**src/rtl/optimer_pkg.sv**
```systemverilog
package optimer_pkg;
  localparam int ADDR_W = 3;

  typedef enum logic [ADDR_W-1:0] {
    A_CNT_LO = 3'd0,
    A_CNT_HI = 3'd1,
    A_RLD_LO = 3'd2,
    A_RLD_HI = 3'd3,
    A_CTRL   = 3'd4,
    A_DIF_LO = 3'd5,
    A_DIF_HI = 3'd6
  } reg_addr_e;

  localparam int B_RUN   = 0;
  localparam int B_CAPEN = 1;
  localparam int B_CAPF  = 2;
  localparam int B_OVF   = 3;
endpackage

```
**src/rtl/optimer_edge.sv**
```systemverilog
module optimer_edge #(
  parameter int STAGES = 2
) (
  input  logic clk,
  input  logic rst,
  input  logic async_in,
  output logic rise_o
);
  logic [STAGES-1:0] sr;
  logic              last;

  always_ff @(posedge clk) begin
    if (rst) begin
      sr   <= '0;
      last <= 1'b0;
    end else begin
      sr   <= {sr[STAGES-2:0], async_in};
      last <= sr[STAGES-1];
    end
  end

  assign rise_o = sr[STAGES-1] & ~last;

  // a detected edge lasts exactly one timer cycle
  assert_single_pulse_R2: assert property (@(posedge clk) disable iff (rst)
    rise_o |=> !rise_o);
endmodule

```
**src/rtl/optimer_count.sv**
```systemverilog
module optimer_count #(
  parameter int BW = 8,
  localparam int W = 2*BW
) (
  input  logic          clk,
  input  logic          rst,
  input  logic          run,
  input  logic          cap_mode,
  input  logic          wr_lo,
  input  logic          wr_hi,
  input  logic [BW-1:0] wdata,
  input  logic [W-1:0]  reload,
  output logic [W-1:0]  cnt,
  output logic          wrap_o
);
  logic any_wr;
  assign any_wr = wr_lo | wr_hi;
  assign wrap_o = run & (&cnt) & ~any_wr;

  always_ff @(posedge clk) begin
    if (rst) begin
      cnt <= '0;
    end else if (any_wr) begin
      if (wr_lo) cnt[BW-1:0] <= wdata;
      if (wr_hi) cnt[W-1:BW] <= wdata;
    end else if (run) begin
      if (&cnt) cnt <= cap_mode ? '0 : reload;
      else      cnt <= cnt + 1'b1;
    end
  end

  assert_wrap_zero_R5: assert property (@(posedge clk) disable iff (rst)
    (run && cap_mode && (&cnt) && !any_wr) |=> (cnt == '0));
  assert_wrap_reload_R6: assert property (@(posedge clk) disable iff (rst)
    (run && !cap_mode && (&cnt) && !any_wr) |=> (cnt == $past(reload)));
  assert_hold_R10: assert property (@(posedge clk) disable iff (rst)
    (!run && !any_wr) |=> $stable(cnt));
endmodule

```
**src/rtl/optimer_capt.sv**
```systemverilog
module optimer_capt #(
  parameter int BW      = 8,
  parameter bit DIFF_EN = 1'b1,
  localparam int W = 2*BW
) (
  input  logic          clk,
  input  logic          rst,
  input  logic          cap_evt,
  input  logic [W-1:0]  cnt,
  input  logic          wr_lo,
  input  logic          wr_hi,
  input  logic [BW-1:0] wdata,
  output logic [W-1:0]  reload,
  output logic [W-1:0]  diff
);
  always_ff @(posedge clk) begin
    if (rst) begin
      reload <= '0;
    end else if (cap_evt) begin
      reload <= cnt;
    end else begin
      if (wr_lo) reload[BW-1:0] <= wdata;
      if (wr_hi) reload[W-1:BW] <= wdata;
    end
  end

  generate
    if (DIFF_EN) begin : g_diff
      logic [W-1:0] diff_q;
      always_ff @(posedge clk) begin
        if (rst)          diff_q <= '0;
        else if (cap_evt) diff_q <= cnt - reload;
      end
      assign diff = diff_q;

      assert_diff_R4: assert property (@(posedge clk) disable iff (rst)
        cap_evt |=> (diff == W'($past(cnt) - $past(reload))));
    end else begin : g_nodiff
      assign diff = '0;
    end
  endgenerate

  assert_capture_copy_R3: assert property (@(posedge clk) disable iff (rst)
    cap_evt |=> (reload == $past(cnt)));
endmodule

```
**src/rtl/osc_period_timer.sv**
```systemverilog
module osc_period_timer
  import optimer_pkg::*;
#(
  parameter int BYTE_W      = 8,
  parameter int SYNC_STAGES = 2,
  parameter bit DIFF_EN     = 1'b1
) (
  input  logic              clk,
  input  logic              rst,
  input  logic              wr_en,
  input  logic [ADDR_W-1:0] addr,
  input  logic [BYTE_W-1:0] wr_data,
  output logic [BYTE_W-1:0] rd_data,
  input  logic              meas_clk,
  output logic              cap_flag,
  output logic              ovf_flag
);
  localparam int CNT_W = 2*BYTE_W;

  logic run_q, capen_q;
  logic rise, cap_evt, wrap;
  logic [CNT_W-1:0] cnt, reload, diff;
  logic wr_clo, wr_chi, wr_rlo, wr_rhi, wr_ctl;

  assign wr_clo = wr_en && (addr == A_CNT_LO);
  assign wr_chi = wr_en && (addr == A_CNT_HI);
  assign wr_rlo = wr_en && (addr == A_RLD_LO);
  assign wr_rhi = wr_en && (addr == A_RLD_HI);
  assign wr_ctl = wr_en && (addr == A_CTRL);

  optimer_edge #(.STAGES(SYNC_STAGES)) u_edge (
    .clk(clk), .rst(rst), .async_in(meas_clk), .rise_o(rise)
  );

  assign cap_evt = rise & capen_q;

  optimer_count #(.BW(BYTE_W)) u_cnt (
    .clk(clk), .rst(rst), .run(run_q), .cap_mode(capen_q),
    .wr_lo(wr_clo), .wr_hi(wr_chi), .wdata(wr_data),
    .reload(reload), .cnt(cnt), .wrap_o(wrap)
  );

  optimer_capt #(.BW(BYTE_W), .DIFF_EN(DIFF_EN)) u_cap (
    .clk(clk), .rst(rst), .cap_evt(cap_evt), .cnt(cnt),
    .wr_lo(wr_rlo), .wr_hi(wr_rhi), .wdata(wr_data),
    .reload(reload), .diff(diff)
  );

  always_ff @(posedge clk) begin
    if (rst) begin
      run_q    <= 1'b0;
      capen_q  <= 1'b0;
      cap_flag <= 1'b0;
      ovf_flag <= 1'b0;
    end else begin
      if (wr_ctl) begin
        run_q   <= wr_data[B_RUN];
        capen_q <= wr_data[B_CAPEN];
      end
      if (cap_evt)     cap_flag <= 1'b1;
      else if (wr_ctl) cap_flag <= cap_flag & wr_data[B_CAPF];
      if (wrap)        ovf_flag <= 1'b1;
      else if (wr_ctl) ovf_flag <= ovf_flag & wr_data[B_OVF];
    end
  end

  always_ff @(posedge clk) begin
    if (rst) begin
      rd_data <= '0;
    end else begin
      case (addr)
        A_CNT_LO: rd_data <= cnt[BYTE_W-1:0];
        A_CNT_HI: rd_data <= cnt[CNT_W-1:BYTE_W];
        A_RLD_LO: rd_data <= reload[BYTE_W-1:0];
        A_RLD_HI: rd_data <= reload[CNT_W-1:BYTE_W];
        A_CTRL: begin
          rd_data         <= '0;
          rd_data[B_RUN]  <= run_q;
          rd_data[B_CAPEN] <= capen_q;
          rd_data[B_CAPF] <= cap_flag;
          rd_data[B_OVF]  <= ovf_flag;
        end
        A_DIF_LO: rd_data <= diff[BYTE_W-1:0];
        A_DIF_HI: rd_data <= diff[CNT_W-1:BYTE_W];
        default:  rd_data <= '0;
      endcase
    end
  end

  assert_capflag_set_R8: assert property (@(posedge clk) disable iff (rst)
    cap_evt |=> cap_flag);
  assert_ovfflag_set_R7: assert property (@(posedge clk) disable iff (rst)
    wrap |=> ovf_flag);
  assert_capflag_clear_R8: assert property (@(posedge clk) disable iff (rst)
    (wr_ctl && !wr_data[B_CAPF] && !cap_evt) |=> !cap_flag);
  assert_no_capture_off_R2: assert property (@(posedge clk) disable iff (rst)
    (!capen_q && !wr_rlo && !wr_rhi) |=> $stable(reload));
endmodule

```
**config.mk**
```make
export PLATFORM = sky130hd
export DESIGN_NAME = osc_period_timer
export DESIGN_NICKNAME = d
export VERILOG_FILES = /design/src/rtl/optimer_pkg.sv /design/src/rtl/optimer_edge.sv /design/src/rtl/optimer_count.sv /design/src/rtl/optimer_capt.sv /design/src/rtl/osc_period_timer.sv
export SDC_FILE = /design/constraint.sdc
export NUM_CORES = 1
export LEC_CHECK = 0
export BUFFER_PORTS_ARGS = -buffer_cell sky130_fd_sc_hd__buf_2
export CORE_UTILIZATION = 56
export DETAILED_ROUTE_END_ITERATION = 6
export PLACE_DENSITY = 0.79
export SLEW_MARGIN = 25
export SYNTH_ARGS = -nofsm -noshare
export SYNTH_HDL_FRONTEND = slang
export SYNTH_SLANG_ARGS = --single-unit
```
**constraint.sdc**
```tcl
create_clock -name clk -period 2.9 [get_ports clk]
set_input_delay 0.145 -clock clk [delete_from_list [all_inputs] [get_ports clk]]
set_output_delay 0.145 -clock clk [all_outputs]
set_load 0.02 [all_outputs]
```
## Word level (Yosys, flattened, before mapping)

Index checks and enable logic that the tools add are counted.

- Mux-type cells: 14
- $add $sub $neg: 2
- Bitwise logic cells: 9
- Reduce and logical (&&, ||, !) cells: 14
- Eq/ne operators: 8

Operators by type and width:

| kind | count |
|---|---|
| 2-to-1 mux 16 bit | 5 |
| case mux 8 bit (7 select lines) | 1 |
| 2-to-1 mux 8 bit | 4 |
| adder 16 x 1 -> 16 bit, second input constant | 1 |
| AND reduction 16 bit | 1 |
| subtractor 16 bit | 1 |
| nonzero test 2 bit | 5 |
| == test 3 bit, second input constant | 3 |
| bitwise AND 1 bit | 6 |
| == test 3 x 2 -> 1 bit, second input constant | 2 |
| logical AND 1 bit | 5 |
| 2-to-1 mux 1 bit | 4 |
| != test 2 x 1 -> 1 bit, second input constant | 2 |
| AND reduction 2 bit | 2 |
| == test 3 x 1 -> 1 bit, second input constant | 1 |
| logical NOT 3 bit | 1 |
| inverter 1 bit | 2 |
| OR 1 bit | 1 |

- Register bits: 63
- Input bits: 15

## Logic depth before layout (Yosys ltp)

- Word-level depth: 6
- Mapped depth: 9
- Mapped depth without buffers: 9

## By module

Synthesis repeated with hierarchy kept, for this count alone.

- Cell total of the unflattened synthesis: 522
- Area total of the unflattened synthesis: 4225.3 sq um

Modules (own cells, without submodules):

| module | instances | cells an instance | area an instance (sq um) |
|---|---|---|---|
| optimer_capt | 1 | 242 | 2013.2 |
| optimer_count | 1 | 170 | 1231.2 |
| osc_period_timer | 1 | 103 | 893.4 |
| optimer_edge | 1 | 7 | 87.6 |

## Worst setup path after synthesis

Ideal clock, no wire load.

- Kind: register to register
- Start: register u_cnt.cnt[0]
- End: register u_cap.g_diff.diff_q[10] (netlist: u_cap.diff[10])
- Stages on the path, launching flop included: 10
- Clock period less this slack: 2148 ps
- Slack: 752 ps
- Arrival time: 2086 ps
- Data required time: 2838 ps
- Path buffers: 0
- Path through: dfxtp_1 inv_1 ha_1 fa_1 nand2b_1 a21oi_1 o21ai_1 o2bb2ai_1 or4_1 nand3_1

- Longest elaborated chain between the ends: 1

Ends and longest elaborated chain:

| element | line | RTL |
|---|---|---|
| start, declared | optimer_count.sv:13 | `output logic [W-1:0] cnt,` |
| start signal, assigned by index | optimer_count.sv:24 | `if (wr_lo) cnt[BW-1:0] <= wdata;` |
| start signal, assigned by index | optimer_count.sv:25 | `if (wr_hi) cnt[W-1:BW] <= wdata;` |
| start signal, assigned | optimer_count.sv:27 | `if (&cnt) cnt <= cap_mode ? '0 : reload;` |
| subtractor 16 bit | optimer_capt.sv:32 | `else if (cap_evt) diff_q <= cnt - reload;` |
| end signal, assigned | optimer_capt.sv:32 |  |
| end, declared | optimer_capt.sv:29 | `logic [W-1:0] diff_q;` |

Every way passes these cells.
A chain may end at the register's enable or synchronous reset.

## Final worst setup path

Same ends and word-level chain as after synthesis.

==> flow_metrics.env <==
export IMPL_outcome="finished, final reports clean"
export IMPL_viasPerCell=6.58
export IMPL_period_share_pct=84.8
export IMPL_setup_tns_ns=0
export IMPL_syn_inst=515
export IMPL_hold_viol=0
export IMPL_cp_required_ns=3.19
export IMPL_power_density_mw_per_mm2=449
export IMPL_place_inst=611
export IMPL_cp_startpoint="u_cnt.cnt[0]"
export IMPL_port_buffers=24
export IMPL_multiInputGateArea_mm2=0.00265
export IMPL_die_area_mm2=0.00773
export IMPL_worst_slack_ns=0.442
export IMPL_async_flop_share_pct=0
export IMPL_antenna_found_initial=0
export IMPL_p_leak_nw=1.75
export IMPL_worstMarginPinSlew_ns=0.693
export IMPL_ys_warn_count=0
export IMPL_critPathTopFamily="simple AND/OR/NAND/NOR gates"
export IMPL_postSynthAreaPerCell_um2=8.02
export IMPL_setup_viol=0
export IMPL_grt_pass1_wl_mm=19.5
export IMPL_path_cells="inv_1 > ha_1 > fa_1 > nand2b_1 > a21oi_1 > o21ai_1 > o2bb2ai_1 > or4_1 > nand3_1"
export IMPL_swShare_pct=30.1
export IMPL_synth_top_area_share_pct=30.5
export IMPL_cts_tree="built"
export IMPL_pin_count=25
export IMPL_synth_cell_types=67
export IMPL_cp_arrival_ns=2.75
export IMPL_hold_class="in -> reg"
export IMPL_hpwl_mm=8.98
export IMPL_p_comb_share_pct=16.7
export IMPL_globalRouteTotalUtil_pct=33.8
export IMPL_dr_pass1_iters=5
export IMPL_timing_rr_start="u_cnt.cnt[0]"
export IMPL_pwr_share_seq_pct=45.4
export IMPL_numCtsBuffers=9
export IMPL_regArea_mm2=0.00126
export IMPL_ir_drop_v=0.000238
export IMPL_power_switching_mw=0.611
export IMPL_htreeDepth=3
export IMPL_die_h_um=87.9
export IMPL_cp_end_kind="flip-flop"
export IMPL_drc=0
export IMPL_intPower_mw=1.42
export IMPL_slowest_stage="dfxtp_1"
export IMPL_postRouteAntennaNets=0
export IMPL_synth_edf_count=0
export IMPL_slew_headroom_pct=53.5
export IMPL_overflow=0
export IMPL_nFillCells=586
export IMPL_critPathCapture="u_cap.diff[10]"
export IMPL_coreArea_mm2=0.00694
export IMPL_path_buf_inv=1
export IMPL_finalWirelength_mm=12.4
export IMPL_place_ws_ns=0.500
export IMPL_layout_cells_non_filler=628
export IMPL_r2r_slack_ns=0.44
export IMPL_synthToLayoutAreaGrowth_pct=9.14
export IMPL_yosys_register_bits=63
export IMPL_grt_max_degree=33
export IMPL_cp_max_fo=7
export IMPL_synth_seq_area_share_pct=30.5
export IMPL_mostFrequentLayoutCells="dfxtp_1 (63), nor2_1 (53), nand2_1 (51)"
export IMPL_initial_utilization_pct=59.5
export IMPL_cp_depth=9
export IMPL_rsz0062_at_grt="no"
export IMPL_clk_latency_ns=0.35
export IMPL_timing_fmax_mhz=407
export IMPL_drt_iter0_markers=384
export IMPL_synth_top_area_cell="dfxtp_1"
export IMPL_cts_root_buf="clkbuf_8"
export IMPL_grt_pass1_vias=3777
export IMPL_routedWlPerCell_um=19.7
export IMPL_drive_above_1_share_pct=12.4
export IMPL_slew_violations=0
export IMPL_crit_path_max_incr_delay_ns=0.43
export IMPL_die_w_um=87.9
export IMPL_critPathKind="reg -> reg"
export IMPL_pwr_share_clk_pct=37.9
export IMPL_cts_clk_slew_worst_paths_ns=0.07
export IMPL_syn_num_nets=547
export IMPL_period_needed_ns=2.46
export IMPL_final_core_util_pct=65.0
export IMPL_synth_ff_type="dfxtp_1"
export IMPL_cts_buffer_depth=2
export IMPL_diodes=0
export IMPL_r2r_cells=9
export IMPL_worst_setup_path_start_kind="flip-flop"
export IMPL_drv_cap=0
export IMPL_synth_area_mm2=0.00413
export IMPL_num_nets_final=559
export IMPL_fin_skew_ns=0.00913
export IMPL_final_common_cell="dfxtp_1"
export IMPL_cts_sinks=63
export IMPL_gp_congestion=0.999
export IMPL_vias=4131
export IMPL_r2r_end="u_cap.diff[10]"
export IMPL_rows=30
export IMPL_post_cts_buffers=0
export IMPL_synth_area_leaders="dfxtp_1 (31%), mux2i_1 (6.1%), a211oi_1 (5.4%), a21oi_1 (5.2%), ha_1 (4.8%)"
-- metrics by stage --
stage	area [µm²]	total power [mW]	hold WS (ns)
after floorplan	4130	1.17	0.273
after global placement	4310	1.26	0.362
after detailed placement	4310	1.27	0.362
after CTS	4510	2.03	0.0889
after global routing	4510	2.10	0.0996
final	4510	2.03	0.0985
-- tightest hold or removal path, cell delays in order --
cell and delay [ns]:
buf_2 0.14, nand2_1 0.07, a21oi_1 0.05
-- cells by family after synthesis --
kind of cell    after synthesis  synth area share, %
mux                          31                 8.78
fa+ha+maj                    17                 5.33
buf+inv                      55                 5.48
flops                        63                 30.5
simple gates                188                 22.9
xor+xnor                     16                 3.39
compound gates              145                 23.6
-- cells in the mapped netlist (3+ instances only) --
cell,n
nand2b_1,4
nand2_1,51
nand3b_1,10
nor3b_1,6
and2_1,3
o22ai_1,3
o21ai_1,4
buf_2,13
a22oi_1,3
nor2b_1,8
nor2_1,53
clkbuf_1,16
buf_1,4
and3_1,5
a211o_1,4
mux4_2,4
xor2_1,8
nand4_1,4
mux2i_1,25
xnor2_1,8
nand3_1,13
ha_1,16
dfxtp_1,63
a21oi_1,43
a31oi_1,3
a21o_1,3
a211oi_1,30
inv_1,21
o21ai_0,20
or3_1,3
nor3_1,14
o211ai_1,6
-- per-layer routing --
| layer | track usage [%] | share of wire (%) | vias to the layer above |
|---|---|---|---|
| met5 | 0 | 0 | - |
| met4 | 21.5 | 5.7 | 0 |
| met3 | 6.88 | 10 | 55 |
| met2 | 52.0 | 43 | 260 |
| met1 | 43.2 | 41 | 1909 |
| li1 | - | - | 1907 |
-- final cells by class --
type | count | area share (%)
Clock buffer | 9 | 2.75
Clock inverter | 7 | 1.58
Inverter | 21 | 1.75
Multi-Input combinational cell | 397 | 58.8
Sequential cell | 63 | 28.0
Tap cell | 96 | 2.66
Timing Repair Buffer | 35 | 4.55
-- power by group through the flow --
stage,clock network (mW),logic (mW),registers [mW]
finish,0.767,0.339,0.920
global route,0.808,0.367,0.921
CTS,0.781,0.333,0.918
detailed placement,0,0.330,0.938
global placement,0,0.324,0.937
floorplan,0,0.249,0.926
-- state kept, by name (all words and copies together), names as in the netlist --
signal and count:
capen_q 1, u_cap.diff 16, u_edge.last 1, cap_flag 1, run_q 1, rd_data 8, u_cnt.cnt 16, u_cap.reload 16
u_edge.sr 2, ovf_flag 1
-- worst min-delay path by stage --
stage / depth (start not counted) / to / startpoint
after detailed placement: 2 / u_edge.sr[0] / meas_clk
after global routing: 3 / run_q / wr_data[0]
after CTS: 3 / run_q / wr_data[0]
after global placement: 2 / u_edge.sr[0] / meas_clk
after floorplan: 1 / u_edge.sr[0] / meas_clk
final: 3 / run_q / wr_data[0]
-- timing repair --
action | in CTS | in global routing
hold endpoints to repair | 1 | 0
hold buffers | 1 | 0
gates resized for setup | 0 | 0
Note: power is estimated with default switching activity, not from simulation.
